--- config.mk ---
export PLATFORM = sky130hd
export DESIGN_NAME = cc_timer
export DESIGN_NICKNAME = d
export VERILOG_FILES = /design/src/rtl/cct_pkg.sv /design/src/rtl/cct_prescaler.sv /design/src/rtl/cct_counter.sv /design/src/rtl/cct_channel.sv /design/src/rtl/cc_timer.sv
export SDC_FILE = /design/constraint.sdc
export NUM_CORES = 1
export LEC_CHECK = 0
export ABC_AREA = 1
export CORE_AREA = 2 2 76 133
export CTS_CLUSTER_DIAMETER = 60
export DETAILED_ROUTE_END_ITERATION = 12
export DIE_AREA = 0 0 78 135
export DONT_BUFFER_PORTS = 1
export PLACE_DENSITY = 0.73
export SETUP_SLACK_MARGIN = 0.4
export SYNTH_ARGS = -nofsm -noshare
export SYNTH_HDL_FRONTEND = slang
export SYNTH_SLANG_ARGS = --single-unit
--- constraint.sdc ---
create_clock -name clk -period 2.2 [get_ports clk]
set_clock_uncertainty 0.2 [all_clocks]
set_input_delay 0.44 -clock clk [delete_from_list [all_inputs] [get_ports clk]]
set_output_delay 0.44 -clock clk [all_outputs]
set_load 0.005 [all_outputs]
--- src/rtl/cct_pkg.sv ---
// Shared constants and types of the capture/compare timer.
// Assumes: register addresses are word indices on a small synchronous bus.
package cct_pkg;

    localparam int ADR_CTRL    = 0;
    localparam int ADR_STAT    = 1;
    localparam int ADR_COUNT   = 2;
    localparam int ADR_MOD     = 3;
    localparam int ADR_CH_BASE = 4;

    // Edge selection in capture mode, pin action in compare mode.
    typedef enum logic [1:0] {
        ACT_NONE     = 2'b00,
        ACT_RISE_SET = 2'b01,
        ACT_FALL_CLR = 2'b10,
        ACT_BOTH_TGL = 2'b11
    } act_t;

    // Channel configuration word: [3] irq enable, [2:1] action, [0] compare mode.
    typedef struct packed {
        logic ie;
        act_t act;
        logic is_cmp;
    } ch_cfg_t;

endpackage

--- src/rtl/cct_prescaler.sv ---
// Power-of-two clock-enable divider for the timer counter.
// Assumes: sel values above MAX_LOG clamp to the largest divide.
module cct_prescaler #(
    parameter int SEL_W   = 3,
    parameter int MAX_LOG = 6
) (
    input  logic             clk,
    input  logic             rst_n,
    input  logic             run,
    input  logic             clr,
    input  logic [SEL_W-1:0] sel,
    output logic             tick
);

    logic [MAX_LOG-1:0] pc_q;
    logic [MAX_LOG-1:0] mask;

    // Build the low-bit mask whose all-ones value marks the last phase.
    always_comb begin
        mask = '0;
        for (int i = 0; i < MAX_LOG; i++) begin
            if (i < int'(sel)) mask[i] = 1'b1;
        end
    end

    assign tick = run && !clr && ((pc_q & mask) == mask);

    // Advance the phase counter while running; restart after each tick.
    always_ff @(posedge clk) begin
        if (!rst_n)       pc_q <= '0;
        else if (clr)     pc_q <= '0;
        else if (tick)    pc_q <= '0;
        else if (run)     pc_q <= pc_q + 1'b1;
    end

endmodule

--- src/rtl/cct_counter.sv ---
// Modulo up-counter advanced by the prescaler tick.
// Assumes: clr has priority over counting and suppresses the wrap pulse.
module cct_counter #(
    parameter int W = 16
) (
    input  logic         clk,
    input  logic         rst_n,
    input  logic         tick,
    input  logic         clr,
    input  logic [W-1:0] modulo,
    output logic [W-1:0] cnt,
    output logic         wrap
);

    logic [W-1:0] cnt_q;

    assign cnt  = cnt_q;
    assign wrap = tick && !clr && (cnt_q == modulo);

    // Count up on each tick, returning to zero after the modulo value.
    always_ff @(posedge clk) begin
        if (!rst_n)     cnt_q <= '0;
        else if (clr)   cnt_q <= '0;
        else if (wrap)  cnt_q <= '0;
        else if (tick)  cnt_q <= cnt_q + 1'b1;
    end

endmodule

--- src/rtl/cct_channel.sv ---
// One timer channel: edge capture or count compare with pin action.
// Assumes: pin_in is already synchronous to clk; active is low in stop mode.
module cct_channel
    import cct_pkg::*;
#(
    parameter int W = 16
) (
    input  logic         clk,
    input  logic         rst_n,
    input  logic         active,
    input  logic         cap_ok,
    input  logic         tick,
    input  logic [W-1:0] cnt,
    input  ch_cfg_t      cfg,
    input  logic         val_we,
    input  logic [W-1:0] val_wd,
    input  logic         pin_in,
    output logic [W-1:0] val,
    output logic         evt,
    output logic         pin_out
);

    logic         prev_q;
    logic [W-1:0] val_q;
    logic         pin_q;
    logic         rise;
    logic         fall;
    logic         edge_hit;
    logic         cap_evt;
    logic         cmp_evt;

    assign rise = pin_in && !prev_q;
    assign fall = !pin_in && prev_q;

    // Match the observed edge against the selected edge kind.
    always_comb begin
        unique case (cfg.act)
            ACT_RISE_SET: edge_hit = rise;
            ACT_FALL_CLR: edge_hit = fall;
            ACT_BOTH_TGL: edge_hit = rise || fall;
            default:      edge_hit = 1'b0;
        endcase
    end

    assign cap_evt = !cfg.is_cmp && cap_ok && edge_hit;
    assign cmp_evt = cfg.is_cmp && tick && (cnt == val_q);
    assign evt     = cap_evt || cmp_evt;
    assign val     = val_q;
    assign pin_out = pin_q;

    // Remember the previous pin level unless the block is frozen.
    always_ff @(posedge clk) begin
        if (!rst_n)      prev_q <= 1'b0;
        else if (active) prev_q <= pin_in;
    end

    // Latch the count on capture; otherwise take bus writes.
    always_ff @(posedge clk) begin
        if (!rst_n)       val_q <= '0;
        else if (cap_evt) val_q <= cnt;
        else if (val_we)  val_q <= val_wd;
    end

    // Apply the compare action to the output pin on a match.
    always_ff @(posedge clk) begin
        if (!rst_n) begin
            pin_q <= 1'b0;
        end else if (cmp_evt) begin
            unique case (cfg.act)
                ACT_RISE_SET: pin_q <= 1'b1;
                ACT_FALL_CLR: pin_q <= 1'b0;
                ACT_BOTH_TGL: pin_q <= !pin_q;
                default:      pin_q <= pin_q;
            endcase
        end
    end

endmodule

--- src/rtl/cc_timer.sv ---
// Capture/compare timer top: register bus, prescaler, counter, channels,
// flags and interrupt requests, gated by wait, stop and debug-break inputs.
// Assumes: single clock domain; bus reads are combinational.
module cc_timer
    import cct_pkg::*;
#(
    parameter int CNT_W   = 16,
    parameter int N_CH    = 2,
    parameter int SEL_W   = 3,
    parameter int MAX_LOG = 6,
    localparam int N_REG  = ADR_CH_BASE + 2 * N_CH,
    localparam int ADDR_W = $clog2(N_REG)
) (
    input  logic              clk,
    input  logic              rst_n,
    input  logic              wait_mode,
    input  logic              stop_mode,
    input  logic              dbg_break,
    input  logic [N_CH-1:0]   ch_in,
    input  logic              bus_sel,
    input  logic              bus_wr,
    input  logic [ADDR_W-1:0] bus_addr,
    input  logic [CNT_W-1:0]  bus_wdata,
    output logic [CNT_W-1:0]  bus_rdata,
    output logic [N_CH-1:0]   ch_out,
    output logic [N_CH-1:0]   ch_irq,
    output logic              ovf_irq,
    output logic              wake
);

    localparam int FLAG_W = 1 + N_CH;
    localparam int CFG_W  = $bits(ch_cfg_t);

    logic [SEL_W-1:0]  sel_q;
    logic              halt_q;
    logic              ovf_ie_q;
    logic [CNT_W-1:0]  mod_q;
    logic [FLAG_W-1:0] flags_q;
    ch_cfg_t           cfg_q [N_CH];

    logic              acc;
    logic              we;
    logic              run;
    logic              tick;
    logic              cnt_clr;
    logic [CNT_W-1:0]  cnt;
    logic              wrap;
    logic [N_CH-1:0]   ch_evt;
    logic [CNT_W-1:0]  ch_val [N_CH];
    logic [FLAG_W-1:0] flag_set;
    logic [FLAG_W-1:0] flag_clr;

    assign acc     = bus_sel && !wait_mode && !stop_mode;
    assign we      = acc && bus_wr;
    assign run     = !halt_q && !stop_mode && !dbg_break;
    assign cnt_clr = we && (bus_addr == ADDR_W'(ADR_COUNT));

    cct_prescaler #(.SEL_W(SEL_W), .MAX_LOG(MAX_LOG)) u_pre (
        .clk   (clk),
        .rst_n (rst_n),
        .run   (run),
        .clr   (cnt_clr),
        .sel   (sel_q),
        .tick  (tick)
    );

    cct_counter #(.W(CNT_W)) u_cnt (
        .clk    (clk),
        .rst_n  (rst_n),
        .tick   (tick),
        .clr    (cnt_clr),
        .modulo (mod_q),
        .cnt    (cnt),
        .wrap   (wrap)
    );

    genvar g;
    generate
        for (g = 0; g < N_CH; g++) begin : g_ch
            cct_channel #(.W(CNT_W)) u_ch (
                .clk     (clk),
                .rst_n   (rst_n),
                .active  (!stop_mode),
                .cap_ok  (!stop_mode && !dbg_break),
                .tick    (tick),
                .cnt     (cnt),
                .cfg     (cfg_q[g]),
                .val_we  (we && (bus_addr == ADDR_W'(ADR_CH_BASE + 2 * g + 1))),
                .val_wd  (bus_wdata),
                .pin_in  (ch_in[g]),
                .val     (ch_val[g]),
                .evt     (ch_evt[g]),
                .pin_out (ch_out[g])
            );
            assign ch_irq[g] = flags_q[1 + g] && cfg_q[g].ie;
        end
    endgenerate

    assign ovf_irq = flags_q[0] && ovf_ie_q;
    assign wake    = ovf_irq || (|ch_irq);

    // Control register: divide select, software halt, overflow irq enable.
    always_ff @(posedge clk) begin
        if (!rst_n) begin
            sel_q    <= '0;
            halt_q   <= 1'b1;
            ovf_ie_q <= 1'b0;
        end else if (we && (bus_addr == ADDR_W'(ADR_CTRL))) begin
            sel_q    <= bus_wdata[SEL_W-1:0];
            halt_q   <= bus_wdata[SEL_W];
            ovf_ie_q <= bus_wdata[SEL_W+1];
        end
    end

    // Modulo register: last count before the wrap to zero.
    always_ff @(posedge clk) begin
        if (!rst_n)                                    mod_q <= '1;
        else if (we && (bus_addr == ADDR_W'(ADR_MOD))) mod_q <= bus_wdata;
    end

    // Channel configuration registers.
    always_ff @(posedge clk) begin
        for (int i = 0; i < N_CH; i++) begin
            if (!rst_n)
                cfg_q[i] <= '0;
            else if (we && (bus_addr == ADDR_W'(ADR_CH_BASE + 2 * i)))
                cfg_q[i] <= ch_cfg_t'(bus_wdata[CFG_W-1:0]);
        end
    end

    assign flag_set = {ch_evt, wrap};
    assign flag_clr = (we && (bus_addr == ADDR_W'(ADR_STAT))) ? bus_wdata[FLAG_W-1:0] : '0;

    // Event flags: set by events, cleared by writing ones; set wins.
    always_ff @(posedge clk) begin
        if (!rst_n) flags_q <= '0;
        else        flags_q <= (flags_q & ~flag_clr) | flag_set;
    end

    // Read multiplexer; returns zero when the bus is not granted.
    always_comb begin
        bus_rdata = '0;
        if (acc) begin
            if (bus_addr == ADDR_W'(ADR_CTRL))
                bus_rdata = CNT_W'({ovf_ie_q, halt_q, sel_q});
            else if (bus_addr == ADDR_W'(ADR_STAT))
                bus_rdata = CNT_W'(flags_q);
            else if (bus_addr == ADDR_W'(ADR_COUNT))
                bus_rdata = cnt;
            else if (bus_addr == ADDR_W'(ADR_MOD))
                bus_rdata = mod_q;
            for (int i = 0; i < N_CH; i++) begin
                if (bus_addr == ADDR_W'(ADR_CH_BASE + 2 * i))
                    bus_rdata = CNT_W'(cfg_q[i]);
                else if (bus_addr == ADDR_W'(ADR_CH_BASE + 2 * i + 1))
                    bus_rdata = ch_val[i];
            end
        end
    end

endmodule

**After elaboration in Yosys (flattened, before gate mapping)**

Memory sizes are Yosys's and may differ from the RTL's.
Index checks and enable logic that the tools add are counted.

- Bitwise gates (word level): 7
- $lt $le $gt $ge: 6
- Add/sub/neg operators: 2
- Reductions and logical operators: 61
- Equal/unequal tests: 17
- Muxes and demuxes: 33

Operators with widths:

| cell | number |
|---|---|
| $mux 16 | 13 |
| $eq 16x16->1 | 3 |
| $logic_and 1x1->1 | 33 |
| $add 16x1->16 const B | 1 |
| $logic_not 1->1 | 13 |
| $mux 1 | 13 |
| $eq 3x3->1 const B | 4 |
| $pmux 1 s3 | 4 |
| $eq 2x2->1 const B | 4 |
| $mux 4 | 2 |
| $add 6x1->6 const B | 1 |
| $and 6x6->6 | 1 |
| $eq 3x2->1 const B | 2 |
| $eq 6x6->1 | 1 |
| $lt 1x3->1 const A | 2 |
| $lt 2x3->1 const A | 2 |
| $lt 3x3->1 const A | 2 |
| $reduce_bool 3->1 | 2 |
| $reduce_or 3->1 | 2 |
| $logic_or 1x1->1 | 5 |
| $eq 2x1->1 const B | 2 |
| $reduce_and 2->1 | 2 |
| $reduce_bool 2->1 | 2 |
| $and 3x3->3 | 1 |
| other kinds (8) | 9 |

- Memories kept: 1
- Memory bits (writable): 8
- Logic and storage cells: 140
- Flip-flop bits (word level): 82
- Output and inout bits: 22

Memory list:

| memory | words | width | read ports | clocked after Yosys merged registers in | wr ports | line | RTL |
|---|---|---|---|---|---|---|---|
| cfg_q | 2 | 4 | 2 | 0 | 2 | cc_timer.sv:39 | `ch_cfg_t cfg_q [N_CH];` |

**Logic depth before layout (Yosys ltp)**

Gate-level depths: netlist of run 1.

- Word-level depth: 12
- Mapped depth: 13
- Depth with buffers taken out: 12

**Modules after synthesis**

From an unflattened synthesis of run 1, not the netlist that was laid out.

- Cells, all modules: 1021
- Area, all modules: 6399.9 sq um

Modules (own cells, without submodules):

| module | cells an instance | sequential area each (sq um) | area an instance (sq um) | instances |
|---|---|---|---|---|
| cct_channel | 227 | 360.3 | 1386.3 | 2 |
| cc_timer | 307 | 720.7 | 2020.7 | 1 |
| cct_counter | 212 | 320.3 | 1267.5 | 1 |
| cct_prescaler | 48 | 120.1 | 339.1 | 1 |

**Least setup slack after synthesis of run 1**

OpenSTA, ideal clock, no wires.

- Path kind: input-to-output
- Start point: input bus_addr[2]
- End point: output bus_rdata[4]
- Buffers on the path: 1
- Data required time: 1.560 ns
- Stages: 7
- Path slack: 0.114 ns
- Arrival: 1.446 ns
- Path through: inv_1 > nor2_2 > inv_1 > nor2_4 > buf_1 > nand2_1 > a41oi_1

- Longest elaborated chain between the ends: 10

Ends and longest elaborated chain:

| element | line | RTL |
|---|---|---|
| start, declared | cc_timer.sv:22 | `input logic [ADDR_W-1:0] bus_addr,` |
| $eq 3x2->1 | cc_timer.sv:150 | `else if (bus_addr == ADDR_W'(ADR_MOD))` |
| $mux 16 | cc_timer.sv:150 |  |
| $mux 16 | cc_timer.sv:148 | `else if (bus_addr == ADDR_W'(ADR_COUNT))` |
| $mux 16 | cc_timer.sv:146 | `else if (bus_addr == ADDR_W'(ADR_STAT))` |
| $mux 16 | cc_timer.sv:144 | `if (bus_addr == ADDR_W'(ADR_CTRL))` |
| $mux 16 | cc_timer.sv:155 | `else if (bus_addr == ADDR_W'(ADR_CH_BASE + 2 * i + 1))` |
| $mux 16 | cc_timer.sv:153 | `if (bus_addr == ADDR_W'(ADR_CH_BASE + 2 * i))` |
| $mux 16 | cc_timer.sv:155 |  |
| $mux 16 (*) | cc_timer.sv:153 |  |
| $mux 16 (*) | cc_timer.sv:143 | `if (acc) begin` |
| end, declared | cc_timer.sv:24 | `output logic [CNT_W-1:0] bus_rdata,` |

Mark *: on every way between the ends. The rest lies on a longest branch, timed or not.

**Final worst setup path of run 1**

- Start point: input bus_addr[0]
- End point: register g_ch[0].u_ch.pin_q

- Longest elaborated chain between the ends: 8

Ends and longest elaborated chain:

| element | line | RTL |
|---|---|---|
| $eq 3x2->1 | cc_timer.sv:56 | `assign cnt_clr = we && (bus_addr == ADDR_W'(ADR_COUNT));` |
| $logic_and 1x1->1 | cc_timer.sv:56 |  |
| $logic_not 1->1 | cct_prescaler.sv:26 | `assign tick = run && !clr && ((pc_q & mask) == mask);` |
| $logic_and 1x1->1 (2 in a row) | cct_prescaler.sv:26 |  |
| $logic_and 1x1->1 (2 in a row) | cct_channel.sv:46 | `assign cmp_evt = cfg.is_cmp && tick && (cnt == val_q);` |
| $reduce_and 2->1 (no source line) | - |  |
| end signal, assigned | cct_channel.sv:72 | `ACT_BOTH_TGL: pin_q <= !pin_q;` |
| end signal, assigned | cct_channel.sv:73 | `default: pin_q <= pin_q;` |
| end, declared | cct_channel.sv:25 | `logic pin_q;` |

Every way passes these cells.
A chain may end at the register's enable or synchronous reset.

==> results of run 1 <==
-- cells in the mapped netlist, types with 11 or more instances --
cell      count
o21ai_0      91
nand4_1      11
xnor2_1      18
nor3_1       23
o211ai_1     22
inv_1       121
a21oi_1      33
nor2_1       90
a221oi_1     11
xor2_1       14
buf_2        12
dfxtp_1      82
nand2_1     213
clkbuf_1     22
nand3_1      58
-- area by class of cell --
cell class	instances	area [um^2]
Fill cell	522	1344
Inverter	126	528.0
Multi-Input combinational cell	637	3949
Clock buffer	10	229.0
Sequential cell	90	1927
Timing Repair Buffer	111	1206
Timing Repair inverter	1	7.507
Clock inverter	6	66.31
Tap cell	122	152.6
-- per-layer routing --
metal,up-vias,part of all wire
met2,763,0.46
met4,0,0.13
met1,3345,0.29
met5,-,0
met3,372,0.12
li1,3078,-
-- worst reg2reg max path: stages, from the launching register on --
cell	delay (ps)
edfxtp_1	500
buf_6	170
nand3_4	70
o21ai_4	70
nor2_4	190
buf_6	140
nor2_4	40
buf_12	150
inv_6	70
o211ai_1	120
a21oi_1	270
-- what timing repair did --
action	in CTS	in global routing
gates cloned	8	0
endpoints found under the hold margin	16	0
pin swaps	56	65
hold buffers	3	0
setup buffers	36	22
resized for setup	170	140
endpoints found under the setup margin	54	81
-- sequential cells by signal (all words and copies together), names as in the netlist --
register and cells:
g_ch.u_ch.val 32, mod_q 16, u_cnt.cnt 16, cfg_q 8
u_pre.pc_q 6, flags_q 3, sel_q 3, g_ch.u_ch.pin_out 2
g_ch.u_ch.prev_q 2, halt_q 1, ovf_ie_q 1
-- kinds of logic (layout without fill, tap and decap cells) --
logic type	Yosys count	in the layout	synth area share
simple gates	422	423	0.3199
xor+xnor	32	32	0.04862
flops	90	90	0.3265
compound gates	176	176	0.1728
fa+ha+maj	6	6	0.01302
buf+inv	169	254	0.1192
-- report_power, final --
part	total (W)	leakage, nW	internal (W)	switching, W
clock network	0.00160	0.143	0.000884	0.000714
logic	0.000465	2.53	0.000183	0.000282
registers	0.00170	0.749	0.00167	0.0000351
-- final timing paths --
check                      startpoint              endpoint  cells past startpoint
setup / recovery          bus_addr[0]  g_ch[0].u_ch.pin_out                     13
hold / removal          bus_wdata[14]             mod_q[14]                      2
setup reg to reg          cfg_q[0][1]   g_ch[0].u_ch.val[9]                     10
hold reg to reg   g_ch[0].u_ch.val[3]   g_ch[0].u_ch.val[3]                      2
-- metrics by stage --
stage,power (W),TNS (ps)
floorplan,0.001904,0
global placement,0.001970,0
detailed placement,0.001975,-41.07
CTS,0.003601,0
global route,0.003827,0
finish,0.003765,0
==> implementation parameters, run 1 <==
Parameter                              Value

Run status
  Outcome    finished clean

Logic synthesis
  Post-Syn Area per Cell    roughly 6.4 um^2
  Area share of the largest cell type after synthesis    0.2848
  Sequential-to-total area share from yosys stat    0.3265
  Most instantiated flip-flop cell in the synthesis netlist    dfxtp_1
  Post-synthesis cell area    slightly below 6000 um^2
  Synth Warn #    0
  Net count of the mapped netlist    around 930
  Count of state elements after synthesis    90
  Post-synthesis cell type with the largest combined area    dfxtp_1
  Synthesized instance count    895
  Distinct cell type count of the synthesized netlist    38
  Area contributors post-synth    dfxtp_1 (28%), nand2_1 (14%), o21ai_0 (7.9%)
  Share of flip-flops with an asynchronous set or reset    0
  Number of enable-type register cells in the synthesized netlist    8

Die
  Height of the die    around 140 um
  Initial core utilization    0.6126
  Die Outline Area    10,530 um^2
  Site Rows    47
  CORE AREA    9409 um^2
  Count of boundary I/O pins    50
  Horiz. Die Dim    slightly below 80 um

Critical path
  Critical path peak fanout    7
  CP Buf/Inv Count    7
  Setup slack of the most critical reg-to-reg path    ~120 ps
  CP cell instances    nor3_4 > buf_6 > inv_6 > buf_12 > buf_6 > nor2_4 > nor2_4 > buf_12 > buf_12 > buf_16 > nand3b_1 > nand2_1 > nor2_1
  Setup crit start kind    input pin
  Slowest library cell on the worst path    nor3_4
  Type of the worst setup path    input pin to flip-flop
  Largest delay contributor family on the critical path    buffers and inverters
  CP Data Arrival Time    2180 ps
  Cell occurring most often along the worst timing path    buf_12
  Largest stage delay on the critical path    approximately 260 ps
  Critical path endpoint category    flip-flop
  Data required time of the critical path    ~2300 ps

Timing
  RSZ-0062 raised after global routing    yes
  Share of the clock period used by the worst path    0.9498
  Post-Route Hold Slack    0.7070 ps
  Number of hold violations in the final report    0
  Period minus WS final    between 2000 and 2500 ps
  Transition time at the pin with the least slew margin    976.8 ps
  Final number of setup-violating endpoints    0
  Normalized max-slew margin    0.3488
  Max Slew Vio Count    0
  Achievable Freq    about 480 MHz
  Final worst-path setup slack    110.5 ps

Global route
  Pin count of the biggest net entering global routing    34
  Grt ovf    0
  Met1 global-route usage    0.4845
  Busiest layer in global routing    met2
  Antenna violations before repair    0
  GR Util met3    0.1424
  First-pass GRT wire length    37,700 um
  Vias in the first global route    around 7k
  GR Layer Usage met2    0.8032
  All-layer global routing usage    0.4796

Placement
  Cell Count Post-Placement    between 1k and 1.5k
  Setup WS pre-CTS    -35.18 ps
  Post-place instance area    about 6000 um^2
  Routability cong.    1.020
  Detailed placement HPWL    around 15,000 um
  Port buffer count    0

Worst hold path
  Type of the tightest min-delay check    input pin to flip-flop

Drt
  Post-DRT Antenna Nets    0
  WL/cell    approximately 26 um
  Detailed Routing Iterations Pass 1    12
  First-iteration detailed-routing DRC count    between 1k and 1.5k
  Via Count    ~7.6k
  Number of remaining DRC errors    0
  Via count normalized by instance count    roughly 6.9
  Post-detailed-routing wire length    28,310 um

Power and ir drop
  Leakage power    3.421 nW
  Power Density    around 470 nW/um^2
  IR Drop Worst-Case VDD    about 0.43 mV

CTS
  Skew-Pair Late Insertion Delay    360 ps
  Cell at the root of the clock tree    clkbuf_16
  TritonCTS sink count    90
  CTS tree    yes
  Max Buffers Root-to-Sink    2
  Clk pin slew, worst setup/hold paths    around 70 ps
  Maximum level of the CTS H-tree    3
  Number of clock buffers inserted by TritonCTS    9

Finish
  # nets final    between 1k and 1.5k
  Layout Cell Area excl Fill    between 8000 and 9000 um^2
  Area growth syn-to-layout    39.92%
  Share of layout cells above drive strength 1    0.3282
  Total inserted antenna cells    0
  Most frequent standard cell in the layout excluding fill and tap cells    nand2_1
  Utilization of the core after routing    0.8572
  Count of non-filler cells in the finished layout    ~1.1k
  Top library cells by usage in the layout, fill and taps aside    nand2_1 (186), inv_1 (99), nor2_1 (74)

Job
  Max-capacitance violation count    0
No activity file was read; power rests on OpenSTA's default activity.
==> run 2: changes to the inputs <==
CELL_PAD_IN_SITES_DETAIL_PLACEMENT = 1   (was unset)
CELL_PAD_IN_SITES_GLOBAL_PLACEMENT = 1   (was unset)
CORE_AREA = 2 2 88 154   (was 2 2 76 133)
DIE_AREA = 0 0 90 156   (was 0 0 78 135)
PLACE_DENSITY = 0.75   (was 0.73)
==> implementation parameters, run 2 (synthesis gave the netlist of run 1 again) <==
Parameter                              Value

Run status
  Outcome    finished with violations
  Failing checks    setup timing

Critical path
  Critical path peak fanout    7 (unchanged)
  CP Data Arrival Time    1620 ps (-560 ps)
  Type of the worst setup path    input pin to output pin
  Critical path endpoint category    output pin
  CP cell instances    clkinvlp_4 > nor2_4 > inv_2 > nor2_4 > buf_8 > a221oi_1 > nor2_1
  Cell occurring most often along the worst timing path    nor2_4
  Setup crit start kind    input pin
  Data required time of the critical path    1560 ps (-730 ps)
  Slowest library cell on the worst path    nor2_1
  Largest stage delay on the critical path    360 ps (+100 ps)

CTS
  Number of clock buffers inserted by TritonCTS    9 (unchanged)
  CTS tree    yes
  Skew-Pair Late Insertion Delay    370 ps (about the same)
  TritonCTS sink count    90 (unchanged)
  Cell at the root of the clock tree    clkbuf_16
  Max Buffers Root-to-Sink    2 (unchanged)
  Clk pin slew, worst setup/hold paths    70 ps (about the same)
  Maximum level of the CTS H-tree    3 (unchanged)

Die
  Site Rows    55 (+17%)
  Count of boundary I/O pins    50 (unchanged)
  Initial core utilization    0.4503 (-0.1623)
  Height of the die    156 um (+16%)
  CORE AREA    12,800 um^2 (+36%)
  Die Outline Area    14,040 um^2 (+33%)
  Horiz. Die Dim    90 um (+15%)

Timing
  Normalized max-slew margin    0.3536 (+0.004754)
  RSZ-0062 raised after global routing    yes
  Transition time at the pin with the least slew margin    969.6 ps (-7.131 ps)
  Share of the clock period used by the worst path    1.028 (+0.07846)
  Period minus WS final    2262 ps (+172.6 ps)
  Final number of setup-violating endpoints    4 (+4)
  Number of hold violations in the final report    0 (unchanged)
  Final worst-path setup slack    -62.14 ps (-172.6 ps)
  Max Slew Vio Count    0 (unchanged)
  Achievable Freq    442.1 MHz (-7.6%)

Drt
  Post-DRT Antenna Nets    0 (unchanged)
  Number of remaining DRC errors    0 (unchanged)
  Post-detailed-routing wire length    39,140 um (+38%)
  Via count normalized by instance count    6.972 (+1.8%)
  Detailed Routing Iterations Pass 1    7 (-5)
  First-iteration detailed-routing DRC count    1,127 (-8.8%)
  Via Count    8,109 (+7.3%)
  WL/cell    33.66 um (+31%)

Global route
  All-layer global routing usage    0.4195 (-0.06009)
  Antenna violations before repair    1 (+1)
  Grt ovf    0 (unchanged)
  First-pass GRT wire length    44,690 um (+19%)
  Pin count of the biggest net entering global routing    38 (+12%)
  Vias in the first global route    7,762 (+11%)

Power and ir drop
  Part of the power in registers    0.433 (-0.019)
  Net switching share of the total power    0.2902 (+0.01631)
  Combinational cell fraction of total power    0.125 (+0.002)
  Cell-internal power    0.002790 W (+2.1%)
  Clock network power share    0.442 (+0.018)
  Switching Power    0.001141 W (+11%)
  Leakage power    3.640 nW (+6.4%)
  IR Drop Worst-Case VDD    0.4910 mV (+15%)
  Power Density    461.0 nW/um^2 (-1.3%)

Job
  Max-capacitance violation count    0 (unchanged)

Finish
  Most frequent standard cell in the layout excluding fill and tap cells    nand2_1
  # nets final    1,021 (+1.1%)
  Top library cells by usage in the layout, fill and taps aside    nand2_1 (178), inv_1 (89), nor2_1 (71)
  Share of layout cells above drive strength 1    0.3881 (+0.05987)
  Layout Cell Area excl Fill    8528 um^2 (+5.7%)
  Max FFs per register    32 (unchanged)
  Area growth syn-to-layout    47.95%
  Total inserted antenna cells    0 (unchanged)

Placement
  Setup WS pre-CTS    106.9 ps (+142.1 ps)
  Port buffer count    0 (unchanged)
  Post-place instance area    6191 um^2 (+1.2%)
  Routability cong.    0.9618 (-5.7%)
  Detailed placement HPWL    17,300 um (+15%)

Worst hold path
  Type of the tightest min-delay check    input pin to flip-flop
-- run 2: final cells by class --
type,count,area (um^2)
clock inverter,5,58.81
fill,1547,4272
multi-input combinational,637,4183
tap,171,214.0
sequential,90,1932
timing repair buffer,119,1319
timing repair inverter,4,37.54
inverter,126,531.8
clock buffer,11,252.7
-- run 2: stage by stage --
stage	utilization	TNS, ps	hold WS, ps	instances	power [W]
5_1_grt	0.6663	-620.2	-14.82	1163	0.003987
3_3_place_gp	0.4837	0	263.2	1072	0.001981
4_1_cts	0.5942	0	2.169	1142	0.003730
6_report	0.6663	-155.7	0.2154	1163	0.003931
2_1_floorplan	-	0	251.9	895	0.001904
3_5_place_dp	0.4837	0	277.0	1072	0.001987
-- run 2: power groups by stage --
stage / logic, W / registers, W / clock network [W]
floorplan: 0.000180 / 0.00172 / 0
global placement: 0.000249 / 0.00173 / 0
detailed placement: 0.000254 / 0.00173 / 0
CTS: 0.000351 / 0.00169 / 0.00169
global route: 0.000501 / 0.00170 / 0.00178
finish: 0.000493 / 0.00170 / 0.00174
-- run 2: layer usage --
metal / track usage / part of all wire / up-vias
li1: - / - / 3112
met1: 0.4142 / 0.30 / 3756
met2: 0.7200 / 0.44 / 800
met3: 0.09565 / 0.12 / 441
met4: 0.3934 / 0.14 / 0
met5: 0 / 0 / -
-- run 2: critical path, delay by kind of cell --
kind,cells,cell delay [ps]
AOI/OAI and AO/OA,1,120
buffers and inverters,3,370
and+or+nand+nor,3,670
-- run 2: timing repair --
item	in CTS	in global routing
endpoints found under the setup margin	67	76
endpoints found under the hold margin	14	0
buffers inserted	40	19
hold buffers	2	0
pin swaps	56	70
cloned	12	2
gates resized for setup	195	191
-- run 2: final timing paths --
path | from | slack (ps) | endpoint | depth (start not counted)
worst max-delay path | bus_addr[2] | -60 | bus_rdata[6] | 7
worst min register to register | g_ch[0].u_ch.val[4] | 320 | g_ch[0].u_ch.val[4] | 2
worst min-delay path | bus_wdata[12] | 0.2 | mod_q[12] | 2
worst max register to register | u_cnt.cnt[1] | -60 | u_cnt.cnt[7] | 9
